`config.mk`:
```
export PLATFORM = sky130hd
export DESIGN_NAME = dr_channel_codec
export DESIGN_NICKNAME = d
export VERILOG_FILES = /design/src/rtl/dr_pkg.sv /design/src/rtl/dr_enc.sv /design/src/rtl/dr_cdet.sv /design/src/rtl/dr_dec.sv /design/src/rtl/dr_channel_codec.sv
export SDC_FILE = /design/constraint.sdc
export NUM_CORES = 1
export LEC_CHECK = 0
export BUFFER_PORTS_ARGS = -buffer_cell sky130_fd_sc_hd__buf_4
export CAP_MARGIN = 30
export CORE_AREA = 2 2 56 84
export DETAILED_ROUTE_END_ITERATION = 10
export DIE_AREA = 0 0 58 86
export PLACE_DENSITY = 0.72
export SLEW_MARGIN = 5
export SYNTH_ARGS = -nofsm -noshare
export SYNTH_HDL_FRONTEND = slang
export SYNTH_HIERARCHICAL = 1
export SYNTH_SLANG_ARGS = --single-unit
```
`constraint.sdc`:
```
create_clock -name clk -period 1.3 [get_ports clk]
set_clock_uncertainty 0.1 [all_clocks]
set_input_delay 0.26 -clock clk [delete_from_list [all_inputs] [get_ports clk]]
set_output_delay 0.26 -clock clk [all_outputs]
set_load 0.1 [all_outputs]
```
`src/rtl/dr_pkg.sv`:
```
package dr_pkg;

    typedef enum logic {
        ENC_SPACER = 1'b0,
        ENC_WORD   = 1'b1
    } enc_state_e;

endpackage

```
`src/rtl/dr_enc.sv`:
```
module dr_enc
    import dr_pkg::*;
#(
    parameter int W = 8
) (
    input  logic         clk,
    input  logic         rst_n,
    input  logic         snd_valid,
    input  logic [W-1:0] snd_word,
    output logic         snd_ready,
    input  logic         ack,
    output logic [W-1:0] rail_t,
    output logic [W-1:0] rail_f
);

    typedef struct packed {
        enc_state_e   st;
        logic [W-1:0] word;
        logic [W-1:0] rt;
        logic [W-1:0] rf;
    } enc_regs_t;

    enc_regs_t regs_d, regs_q;

    assign snd_ready = (regs_q.st == ENC_SPACER) && !ack;

    always_comb begin
        regs_d = regs_q;
        case (regs_q.st)
            ENC_SPACER: begin
                if (snd_valid && snd_ready) begin
                    regs_d.st   = ENC_WORD;
                    regs_d.word = snd_word;
                end
            end
            ENC_WORD: begin
                if (ack) begin
                    regs_d.st = ENC_SPACER;
                end
            end
            default: regs_d.st = ENC_SPACER;
        endcase
        if (regs_d.st == ENC_WORD) begin
            regs_d.rt = regs_d.word;
            regs_d.rf = ~regs_d.word;
        end else begin
            regs_d.rt = '0;
            regs_d.rf = '0;
        end
    end

    always_ff @(posedge clk or negedge rst_n) begin
        if (!rst_n) begin
            regs_q <= '{st: ENC_SPACER, word: '0, rt: '0, rf: '0};
        end else begin
            regs_q <= regs_d;
        end
    end

    assign rail_t = regs_q.rt;
    assign rail_f = regs_q.rf;

    AST_ENC_NO_ILLEGAL: assert property (@(posedge clk) disable iff (!rst_n)
        (rail_t & rail_f) == '0);

    AST_ENC_HOLD_WORD: assert property (@(posedge clk) disable iff (!rst_n)
        (regs_q.st == ENC_WORD && !ack) |=> ($stable(rail_t) && $stable(rail_f)));

    AST_ENC_SPACER_AFTER_ACK: assert property (@(posedge clk) disable iff (!rst_n)
        (regs_q.st == ENC_WORD && ack) |=> (rail_t == '0 && rail_f == '0));

    AST_ENC_READY_IDLE: assert property (@(posedge clk) disable iff (!rst_n)
        snd_ready |-> (rail_t == '0 && rail_f == '0 && !ack));

endmodule

```
`src/rtl/dr_cdet.sv`:
```
module dr_cdet #(
    parameter int W = 8
) (
    input  logic         clk,
    input  logic         rst_n,
    input  logic [W-1:0] rail_t,
    input  logic [W-1:0] rail_f,
    output logic         all_valid,
    output logic         any_bad,
    output logic         done
);

    logic [W-1:0] bit_valid;
    logic [W-1:0] bit_null;
    logic [W-1:0] bit_bad;
    logic         all_null;
    logic         done_d, done_q;

    for (genvar i = 0; i < W; i++) begin : g_bit
        assign bit_valid[i] = rail_t[i] ^ rail_f[i];
        assign bit_null[i]  = ~(rail_t[i] | rail_f[i]);
        assign bit_bad[i]   = rail_t[i] & rail_f[i];
    end

    assign all_valid = &bit_valid;
    assign all_null  = &bit_null;
    assign any_bad   = |bit_bad;

    always_comb begin
        done_d = done_q;
        if (all_valid) begin
            done_d = 1'b1;
        end else if (all_null) begin
            done_d = 1'b0;
        end
    end

    always_ff @(posedge clk or negedge rst_n) begin
        if (!rst_n) begin
            done_q <= 1'b0;
        end else begin
            done_q <= done_d;
        end
    end

    assign done = done_q;

    AST_DONE_RISE_VALID: assert property (@(posedge clk) disable iff (!rst_n)
        $rose(done_q) |-> $past(all_valid));

    AST_DONE_FALL_NULL: assert property (@(posedge clk) disable iff (!rst_n)
        $fell(done_q) |-> $past(all_null));

endmodule

```
`src/rtl/dr_dec.sv`:
```
module dr_dec #(
    parameter int W = 8
) (
    input  logic         clk,
    input  logic         rst_n,
    input  logic [W-1:0] rail_t,
    input  logic [W-1:0] rail_f,
    output logic         done,
    output logic [W-1:0] data,
    output logic         err
);

    typedef struct packed {
        logic [W-1:0] data;
        logic         err;
    } dec_regs_t;

    dec_regs_t regs_d, regs_q;
    logic      all_valid;
    logic      any_bad;

    dr_cdet #(.W(W)) u_cdet (
        .clk       (clk),
        .rst_n     (rst_n),
        .rail_t    (rail_t),
        .rail_f    (rail_f),
        .all_valid (all_valid),
        .any_bad   (any_bad),
        .done      (done)
    );

    always_comb begin
        regs_d = regs_q;
        if (all_valid && !done) begin
            regs_d.data = rail_t;
        end
        if (any_bad) begin
            regs_d.err = 1'b1;
        end
    end

    always_ff @(posedge clk or negedge rst_n) begin
        if (!rst_n) begin
            regs_q <= '{data: '0, err: 1'b0};
        end else begin
            regs_q <= regs_d;
        end
    end

    assign data = regs_q.data;
    assign err  = regs_q.err;

    AST_DATA_CAPTURE: assert property (@(posedge clk) disable iff (!rst_n)
        $rose(done) |-> (data == $past(rail_t)));

    AST_DATA_HELD: assert property (@(posedge clk) disable iff (!rst_n)
        done |=> (done -> $stable(data)));

    AST_ERR_STICKY: assert property (@(posedge clk) disable iff (!rst_n)
        err |=> err);

    AST_ERR_SET: assert property (@(posedge clk) disable iff (!rst_n)
        any_bad |=> err);

endmodule

```
`src/rtl/dr_channel_codec.sv`:
```
module dr_channel_codec #(
    parameter int W = 8
) (
    input  logic         clk,
    input  logic         rst_n,
    input  logic         tx_valid,
    input  logic [W-1:0] tx_word,
    output logic         tx_ready,
    input  logic         tx_ack,
    output logic [W-1:0] tx_rail_t,
    output logic [W-1:0] tx_rail_f,
    input  logic [W-1:0] rx_rail_t,
    input  logic [W-1:0] rx_rail_f,
    output logic         rx_done,
    output logic [W-1:0] rx_data,
    output logic         rx_err
);

    dr_enc #(.W(W)) u_enc (
        .clk       (clk),
        .rst_n     (rst_n),
        .snd_valid (tx_valid),
        .snd_word  (tx_word),
        .snd_ready (tx_ready),
        .ack       (tx_ack),
        .rail_t    (tx_rail_t),
        .rail_f    (tx_rail_f)
    );

    dr_dec #(.W(W)) u_dec (
        .clk    (clk),
        .rst_n  (rst_n),
        .rail_t (rx_rail_t),
        .rail_f (rx_rail_f),
        .done   (rx_done),
        .data   (rx_data),
        .err    (rx_err)
    );

endmodule

```
=== After elaboration in Yosys (flattened, before gate mapping) ===
Cells that the tools add are included.

* Output and inout port bits: 27
* Flip-flop bits (word level): 35

* Muxes and demuxes: 7
* Reductions and logical operators: 9
* Bitwise operators: 34

{| class="wikitable"
|+ Operators with widths
! kind !! count
|-
| 16-bit two-way mux || 1
|-
| 8-bit AND reduction || 2
|-
| 9-bit two-way mux || 1
|-
| 1-bit NOT || 9
|-
| 1-bit AND || 8
|-
| 8-bit two-way mux || 1
|-
| 8-bit NOT || 1
|-
| 1-bit OR || 8
|-
| 8-bit OR reduction || 1
|-
| 1-bit bitwise XOR || 8
|-
| 1-bit logical AND || 3
|-
| 1-bit two-way mux || 3
|-
| 1-bit logical NOT || 2
|-
| 1-bit one-hot mux with 2 select lines || 1
|-
| 2-bit nonzero test || 1
|}

=== Logic depth before layout (Yosys ltp) ===
Gate-level depths: netlist of run 1.

* Depth in word-level cells: 7
* Depth in mapped cells: 7

=== By module ===
Netlist of run 1, hierarchy kept.

{| class="wikitable"
|+ By module, submodules not included
! module !! cells each !! area an instance (um^2) !! instances !! seq. area each (um^2)
|-
| dr_enc || 107 || 1187.4 || 1 || 625.6
|-
| dr_dec || 20 || 376.6 || 1 || 225.2
|-
| dr_cdet || 43 || 340.3 || 1 || 25.0
|}

=== Least setup slack after synthesis of run 1 ===
No wires, ideal clock.

* Kind: reg2out
* Start: register u_enc.regs_q[24]
* End: output port tx_ready
* Cell stages (with the launch flop): 4
* Data arrival time: 2.030 ns
* Path slack: -1.090 ns
* Cells stage by stage: dfrtp_1 buf_2 buf_2 nor2_1

* Cells in the longest elaborated chain, start to end: 2

{| class="wikitable"
|+ Ends and longest elaborated chain
! what !! line !! source
|-
| from (decl) || dr_enc.sv:23 || <nowiki>enc_regs_t regs_d, regs_q;</nowiki>
|-
| from (signal assigned) || dr_enc.sv:54 || <nowiki>regs_q <= '{st: ENC_SPACER, word: '0, rt: '0, rf: '0};</nowiki>
|-
| from (signal assigned) || dr_enc.sv:56 || <nowiki>regs_q <= regs_d;</nowiki>
|-
| 1-bit NOT || n/a ||
|-
| 1-bit logical AND || dr_enc.sv:25 || <nowiki>assign snd_ready = (regs_q.st == ENC_SPACER) && !ack;</nowiki>
|-
| to (decl) || dr_channel_codec.sv:8 || <nowiki>output logic tx_ready,</nowiki>
|}

No other way between the ends.

=== Final worst setup path of run 1 ===
Ends and elaborated chain as after synthesis.

==> results of run 1 <==
-- flip-flops by register name, indices dropped and copies added (netlist names) --
signal,flops
u_enc/rail_t,8
u_enc/regs_q,9
u_dec/data,8
u_dec/err,1
u_enc/rail_f,8
u_dec/u_cdet/done,1
-- per-layer routing --
metal / GRT usage / routed length [microns] / vias up
met5: 0 / 0 / -
met4: 0.0677 / 86 / 0
met3: 0.0377 / 252 / 8
met2: 0.320 / 2260 / 59
met1: 0.203 / 1710 / 701
li1: - / - / 687
-- placed cells by master, fill, tap and decap left out --
cell           instances
buf_6                 30
nor2b_4                1
nand4_1                4
nand2b_1               8
buf_12                 2
nand2_1                8
bufinv_16              2
nor4_2                 2
dfrtp_2                3
nor3b_4                1
a21oi_2                8
buf_4                 46
or3b_2                 5
or3b_4                 1
o21ai_0                2
inv_2                  4
or3b_1                 2
buf_8                  7
clkbuf_8               5
nor2_4                 1
ha_1                   6
clkinvlp_4             1
ha_2                   2
nor2_1                 3
inv_4                  9
a21oi_1                8
dlygate4sd3_1          1
dfrtp_1               32
or2_4                  1
inv_8                  1
nand3b_1               8
mux2_4                16
ha_4                   8
inv_6                  2
nand2_2                1
-- cell type report --
cell class / count / area share
clock buffers: 5 / 0.0229
clock inverters: 3 / 0.0224
inverters: 16 / 0.0333
multi-input cells: 96 / 0.332
flip-flops and latches: 35 / 0.292
well taps: 46 / 0.0191
repair buffers: 86 / 0.278
-- timing repair --
| item | in CTS | in global routing |
|---|---|---|
| hold buffers | 1 | 0 |
| pin swaps | 5 | 7 |
| endpoints found under the hold margin | 35 | 0 |
| gates resized for setup | 42 | 30 |
| setup buffers | 3 | 1 |
| endpoints found under the setup margin | 34 | 37 |
-- cell families after synthesis --
family                     Yosys count  synth area share
muxes                               16             0.110
and+or+nand+nor                     46             0.160
adders and majority gates           16             0.105
buffers and inverters               39             0.117
AOI/OAI and AO/OA                   18            0.0473
DFF                                 35             0.460
-- worst paths after layout --
check	startpoint	to	slack, ns	cells past startpoint
max in group asynchronous	rst_n	u_dec/u_cdet/done	0.38	2
worst max register to register	u_enc/regs_q[24]	u_enc/regs_q[18]	-0.16	4
worst min register to register	u_dec/err	u_dec/err	0.40	1
worst min-delay path	tx_word[7]	u_enc/regs_q[23]	0.11	2
min in group asynchronous	rst_n	u_dec/data[0]	0.37	2
worst max-delay path	u_enc/regs_q[24]	tx_ready	-0.18	3
-- metrics by stage --
stage	power, uW	setup TNS, ns
6_report	3970	-3.18
2_1_floorplan	2330	-3.02
3_3_place_gp	2640	-4.36
3_5_place_dp	2660	-5.20
5_1_grt	4120	-3.89
4_1_cts	3940	-3.47
-- where the power goes --
part | switching, uW | leakage [uW] | internal (uW)
clock network | 411 | 0.0000644 | 765
logic | 931 | 0.000898 | 544
registers | 95.1 | 0.000448 | 1230
total | 1440 | 0.00141 | 2530
-- worst reg2reg max path, cell delays in order, from the launching register on --
cell	delay (ns)
dfrtp_2	0.43
buf_6	0.16
nor3b_4	0.21
buf_6	0.15
mux2_4	0.30
==> results.txt, run 1 <==
Status: finished, violations left
Violated checks: setup timing
Async SR Flop Fraction: 1.00
CP Data Arrival Time: 1.12 ns
Post-synthesis cell count: 170
DP Wirelength: 2.97 mm
Placed cell count: 274
MaxCap Viol Count: 0
Flops & latches, synth: 35
Placed cell area: 2540 sq um
Area of the multi-input gates: 998 sq um
Clk_lat worst skew: 0.29 ns
Overall track demand over capacity in global routing: 0.179
Slowest stage delay, CP: 0.43 ns
Slew HR: 0.702
CP cell instances: buf_6, nor2_4, buf_12
Setup slack after layout: -0.181 ns
Die X: 58 microns
Worst setup SP type: register
Detailed Route Iter0 Violations: 24
Grt total ovfl: 0
Die height: 86 microns
Final setup violation count: 25
First-pass GRT wire length: 6.78 mm
Yosys Warn Count: 6
Leak pwr: 0.00141 uW
Min Clock Period, post-route: 1.48 ns
CP bufs+invs: 2
Post-synth EDFFs: 0
Final Hold Fails: 0
Hold WS: 0.114 ns
# fillers: 285
Pwr Density: 1320 nW/um^2
Drt total wl: 4.31 mm
Register Area: 880 sq um
Slowest CP cell: dfrtp_2
Critical Path RT: 0.94 ns
Pin count of the biggest net entering global routing: 36
Fin area: 3010 sq um
Post-layout util: 0.715
Max-slew violation count: 0
Remaining routing DRC violations: 0
CP top delay family: flip-flops
RSZ-0062 raised after global routing: yes
Clock tree buffer depth: 2
Via/cell ratio: 5.07
Most used DFF post-synth: dfrtp_1
# IOs: 55
Post-place setup slack: -0.479 ns
Crit. End Element: primary output
Avg Synthesized Cell Area: 11.2 sq um
Peak fanout along the critical path: 3
Via count: 1455
WL/cell: 15.0 microns
Synth top area share: 0.460
Final Non-Filler Cells: 287
Sequential area share after synthesis: 0.460
TritonCTS buffer count: 5
Initial antenna violation count: 0
Area leader, netlist: dfrtp_1
Worst-path clk slew: 0.08 ns
Unique masters post-synth: 23
Post-synth net total: 214
Worst-Margin Slew: 0.447 ns
Fmax: 0.675 GHz
Share of layout cells above drive strength 1: 0.660
Starting Density: 0.452
VDD IR max: 1590 uV
Commonest cells post-synth: dfrtp_1 (35), buf_4 (17), a21oi_1 (16), ha_1 (16), inv_1 (16)
Worst Hold Class: primary input to register
CTS tree: yes
TritonRoute pass-1 iters: 6
Vias in the first global route: 1524
H-tree depth: 2
Final Net Count: 284
Buffers on Ports: 54
Core Area: 4210 sq um
Layout area overhead: 58.1%
Top post-synthesis cells by area: dfrtp_1 (46%), ha_1 (11%), buf_4 (6.7%), mux2_4 (6.3%), mux2_2 (4.7%)
Synth Cell Area: 1900 sq um
Most frequent cell after synthesis: dfrtp_1
# clock sinks: 35
Die area: 4990 sq um
Tcrit/Tclk final: 1.14
CTS root buffer: clkbuf_8
# diodes: 0
WS Path Type: register to primary output
GP Congestion: 0.808
Antenna Violating Nets Remaining: 0
Rows: 29
(Power assumes the default switching activity.)
==> run 2, diff against run 1 <==
Clock period 1.3 ns to 1.2 ns, I/O delays scaled along.
==> run 2 against run 1 <==
The flow still finishes with violations (setup timing). Final cell count grew 2.1%. Setup slack got worse by 0.11 ns. Highest routed layer unchanged. Critical endpoint is now u_dec/data[4]. Sequential power up 11%. Count of clock-buffer cells in the layout increased by 2. Power up 9.9%. Die area did not move. Critical path type is now primary input to register. Largest power group unchanged.
==> results.txt, run 2 (synthesis gave the netlist of run 1 again) <==
Remaining routing DRC violations: 0
Die height: 86 microns
Die X: 58 microns
Final Hold Fails: 0
Critical Path RT: 1.27 ns
Core Area: 4210 sq um
Worst setup SP type: primary input
DR WL met3: 212 microns
Clk_lat worst skew: 0.28 ns
R2R Setup Slk: -0.29 ns
Highest Signal Layer: met4
Met1 wire length: 1.99 mm
First-pass GRT wire length: 7.47 mm
DP Wirelength: 2.95 mm
Slowest CP cell: mux2_4
Fin area: 3250 sq um
Peak fanout along the critical path: 8
Worst reg2reg endpoint: u_enc/regs_q[23]
Worst-path clk slew: 0.07 ns
Final setup violation count: 43
Fmax: 0.672 GHz
Vias in the first global route: 1577
CTS root buffer: clkbuf_8
# diodes: 0
Die area: 4990 sq um
# fillers: 253
Biggest register: u_enc/regs_q
Slowest stage delay, CP: 0.31 ns
TritonCTS buffer count: 5
Tcrit/Tclk final: 1.24
Detailed Route Iter0 Violations: 55
Clock tree buffer depth: 2
CP Data Arrival Time: 1.55 ns
CTS tree: yes
Overall track demand over capacity in global routing: 0.197
Status: finished, violations left
Worst-Margin Slew: 0.454 ns
Crit. End Element: register
Max reg flops: 9
Antenna Violating Nets Remaining: 0
Placed cell count: 270
Drt total wl: 5.20 mm
Starting Density: 0.452
Reg2Reg Launch Point: u_enc/regs_q[24]
Most frequent cells in the layout: buf_4 (40), dfrtp_1 (24), buf_8 (23), buf_6 (17), mux2_4 (16)
Pin count of the biggest net entering global routing: 36
Via count: 1519
Crit path launch: rx_rail_t[0]
VDD IR max: 1060 uV
# IOs: 55
H-tree depth: 2
Most common cell after layout, fill and taps aside: buf_4
Slew HR: 0.697
Worst Hold Class: primary input to register
MaxCap Viol Count: 0
Via/cell ratio: 5.18
Max-slew violation count: 0
Share of layout cells above drive strength 1: 0.704
TritonRoute pass-1 iters: 4
Setup slack after layout: -0.289 ns
RSZ-0062 raised after global routing: yes
Pwr Density: 1340 nW/um^2
Leak pwr: 0.00147 uW
Initial antenna violation count: 0
Met2 WL: 2.93 mm
GP Congestion: 0.868
Rows: 29
CP cell instances: buf_6, inv_2, ha_4, nand4_1, nor2_1, nor2b_4, buf_12, mux2_4
Layout area overhead: 70.8%
Grt total ovfl: 0
Hold WS: 0.104 ns
WL/cell: 17.7 microns
WS Path Type: primary input to register
# clock sinks: 35
Placed cell area: 2520 sq um
Worst Setup EP: u_dec/data[4]
Violated checks: setup timing
Final Net Count: 290
Total power draw: 4360 uW
Reg2reg path depth: 4
Final Non-Filler Cells: 293
Min Clock Period, post-route: 1.49 ns
Buffers on Ports: 54
[run 2: what timing repair did]
item	CTS	global route
setup endpoints to repair	53	58
gates resized for setup	89	35
pin swaps	10	12
hold buffers	1	0
hold endpoints to repair	35	0
buffers inserted	6	8
[run 2: stage by stage]
step / TNS [ns] / util / setup slack, ns
floorplan: -4.73 / - / -0.303
global placement: -6.52 / 0.600 / -0.470
detailed placement: -6.97 / 0.600 / -0.512
CTS: -4.91 / 0.726 / -0.279
global route: -7.66 / 0.773 / -0.309
finish: -6.53 / 0.773 / -0.289
[run 2: layer usage]
layer,global-route usage,vias up
met3,0.0377,8
li1,-,696
met1,0.234,757
met4,0.0634,0
met2,0.350,58
met5,0,-
[run 2: worst max-delay path: cells and delay by family]
family                   cells  cell delay, ns
adder cells (fa/ha/maj)      1            0.27
multiplexers                 1            0.31
buffers and inverters        3            0.29
AND/OR/NAND/NOR              3            0.45
[run 2: worst min-delay path by stage]
stage | from | end | slack [ns] | cells after the start
after floorplan | rst_n | u_dec/data[0] | -0.16 | 0
after global placement | rst_n | u_dec/data[0] | 0.12 | 1
after detailed placement | rst_n | u_dec/err | 0.13 | 1
after CTS | tx_word[2] | u_enc/regs_q[18] | 0.09 | 2
after global routing | tx_word[2] | u_enc/regs_q[18] | 0.09 | 2
final | tx_word[2] | u_enc/regs_q[18] | 0.10 | 2
[run 2: layout make-up]
type	instances	area, sq um	share of cell area
Timing Repair Buffer	92	1070	0.328
Multi-Input combinational cell	96	1030	0.316
Sequential cell	35	890	0.273
Inverter	16	105	0.0323
Clock buffer	7	76.3	0.0235
Tap cell	46	57.6	0.0177
Clock inverter	1	30.0	0.00923
[run 2: power breakdown]
group | total (uW) | switching, uW | internal (uW)
Combinational | 1850 | 1060 | 785
Sequential | 1470 | 134 | 1340
Clock | 1050 | 425 | 622
Total | 4360 | 1620 | 2740
==> run 3, diff against run 2 <==
Settings changed: CORE_AREA 2 2 56 84 to 2 2 53 80, DIE_AREA 0 0 58 86 to 0 0 55 82, PLACE_DENSITY 0.72 to 0.76.
Clock period 1.2 ns to 1.4 ns, I/O delays scaled along.
==> run 3 against run 2 <==
Setup slack improved by 0.17 ns. Power decreased by 24%. Combinational power decreased by 30%. The flow still finishes with violations (setup timing). Die area decreased by 9.6%. Non-clock buffer count decreased by 14. Final cell count decreased by 5.1%. Routed wire length decreased by 17%. Global-route usage increased by 1.6 points.
==> results.txt, run 3 (synthesis gave the netlist of run 1 again) <==
R2R Setup Slk: -0.12 ns
Final Non-Filler Cells: 278
Via/cell ratio: 5.19
Via count: 1443
Share of layout cells above drive strength 1: 0.618
Max-slew violation count: 0
Violated checks: setup timing
TritonRoute pass-1 iters: 4
Tcrit/Tclk final: 1.08
Placed cell count: 266
# diodes: 0
Critical Path RT: 1.48 ns
Antenna Violating Nets Remaining: 0
Biggest register: u_enc/regs_q
Pwr Density: 1170 nW/um^2
Worst reg2reg endpoint: u_enc/regs_q[22]
RSZ-0062 raised after global routing: yes
# IOs: 55
Final setup violation count: 20
Die height: 82 microns
Initial antenna violation count: 0
Slew HR: 0.724
Total power draw: 3300 uW
Clk_lat worst skew: 0.29 ns
Worst-Margin Slew: 0.414 ns
MaxCap Viol Count: 0
Status: finished, violations left
WL/cell: 15.5 microns
Die X: 55 microns
Most common cell after layout, fill and taps aside: buf_4
DP Wirelength: 3.07 mm
Crit. End Element: register
WS Path Type: register to register
Leak pwr: 0.00133 uW
Worst setup SP type: register
Die area: 4510 sq um
GP Congestion: 0.752
First-pass GRT wire length: 6.71 mm
TritonCTS buffer count: 5
Final Net Count: 276
Worst Hold Class: primary input to register
Reg2reg path depth: 4
Buffers on Ports: 54
Vias in the first global route: 1535
Setup slack after layout: -0.117 ns
Pin count of the biggest net entering global routing: 36
H-tree depth: 2
Post-place setup slack: -0.373 ns
Max reg flops: 9
Reg2Reg Launch Point: u_enc/regs_q[24]
Most frequent cells in the layout: buf_4 (54), dfrtp_1 (33), buf_6 (10), inv_4 (10)
Hold Path Depth: 2
CP Data Arrival Time: 1.59 ns
Hold-critical path endpoint: u_enc/regs_q[20]
VDD IR max: 845 uV
Fin Setup TNS: -1.33 ns
Peak fanout along the critical path: 4
Worst-path clk slew: 0.07 ns
Crit path launch: u_enc/regs_q[24]
Rows: 28
Overall track demand over capacity in global routing: 0.213
Detailed Route Iter0 Violations: 29
Layout area overhead: 48.9%
Remaining routing DRC violations: 0
CTS root buffer: clkbuf_8
Starting Density: 0.494
CTS tree: yes
Clock tree buffer depth: 2
Core Area: 3850 sq um
Hold path start: tx_word[4]
Drt total wl: 4.31 mm
Fmax: 0.659 GHz
Final Hold Fails: 0
# clock sinks: 35
Min Clock Period, post-route: 1.52 ns
# fillers: 276
Grt total ovfl: 0
run 3: routing by layer:
layer  vias to the layer above  GRT usage  wire [microns]
met5                         -          0               0
met4                         0      0.127             130
met3                        10     0.0327             173
met2                        50      0.407            2570
met1                       712      0.198            1440
li1                        671          -               -
run 3: stage by stage:
stage / utilization / instance area, sq um / hold slack, ns
finish: 0.736 / 2840 / 0.142
CTS: 0.725 / 2790 / 0.136
detailed placement: 0.644 / 2480 / 0.150
global route: 0.736 / 2840 / 0.134
global placement: 0.644 / 2480 / 0.136
floorplan: - / 2010 / -0.116
run 3: timing repair:
item	4_1_cts	5_1_grt
hold endpoints to repair	35	0
setup endpoints to repair	13	25
hold buffers	1	0
buffers inserted	3	0
gates resized for setup	43	12
gates cloned	0	0
pin swaps	12	6
run 3: layout make-up:
cell class	count	area, sq um	area share
clock buffers	8	100	0.0353
flip-flops and latches	35	878	0.310
inverters	16	103	0.0362
multi-input cells	96	955	0.337
repair buffers	78	743	0.262
well taps	45	56.3	0.0199
run 3: critical path, cell delays in order (launching register included):
cell and delay, ns:
dfrtp_2 0.43, buf_4 0.15, nor3b_4 0.24, buf_6 0.15, mux2_2 0.33
run 3: how the worst max path moves through the flow:
stage                                  end  cells past startpoint
after floorplan                   tx_ready                      3
after CTS                         tx_ready                      3
after detailed placement     u_dec/data[2]                      8
after global routing              tx_ready                      3
after global placement       u_dec/data[3]                      8
final                     u_enc/regs_q[22]                      4
run 3: power breakdown:
group          switching [uW]  internal, uW
logic                     856           436
registers                81.1          1140
clock network             344           448
total                    1280          2020
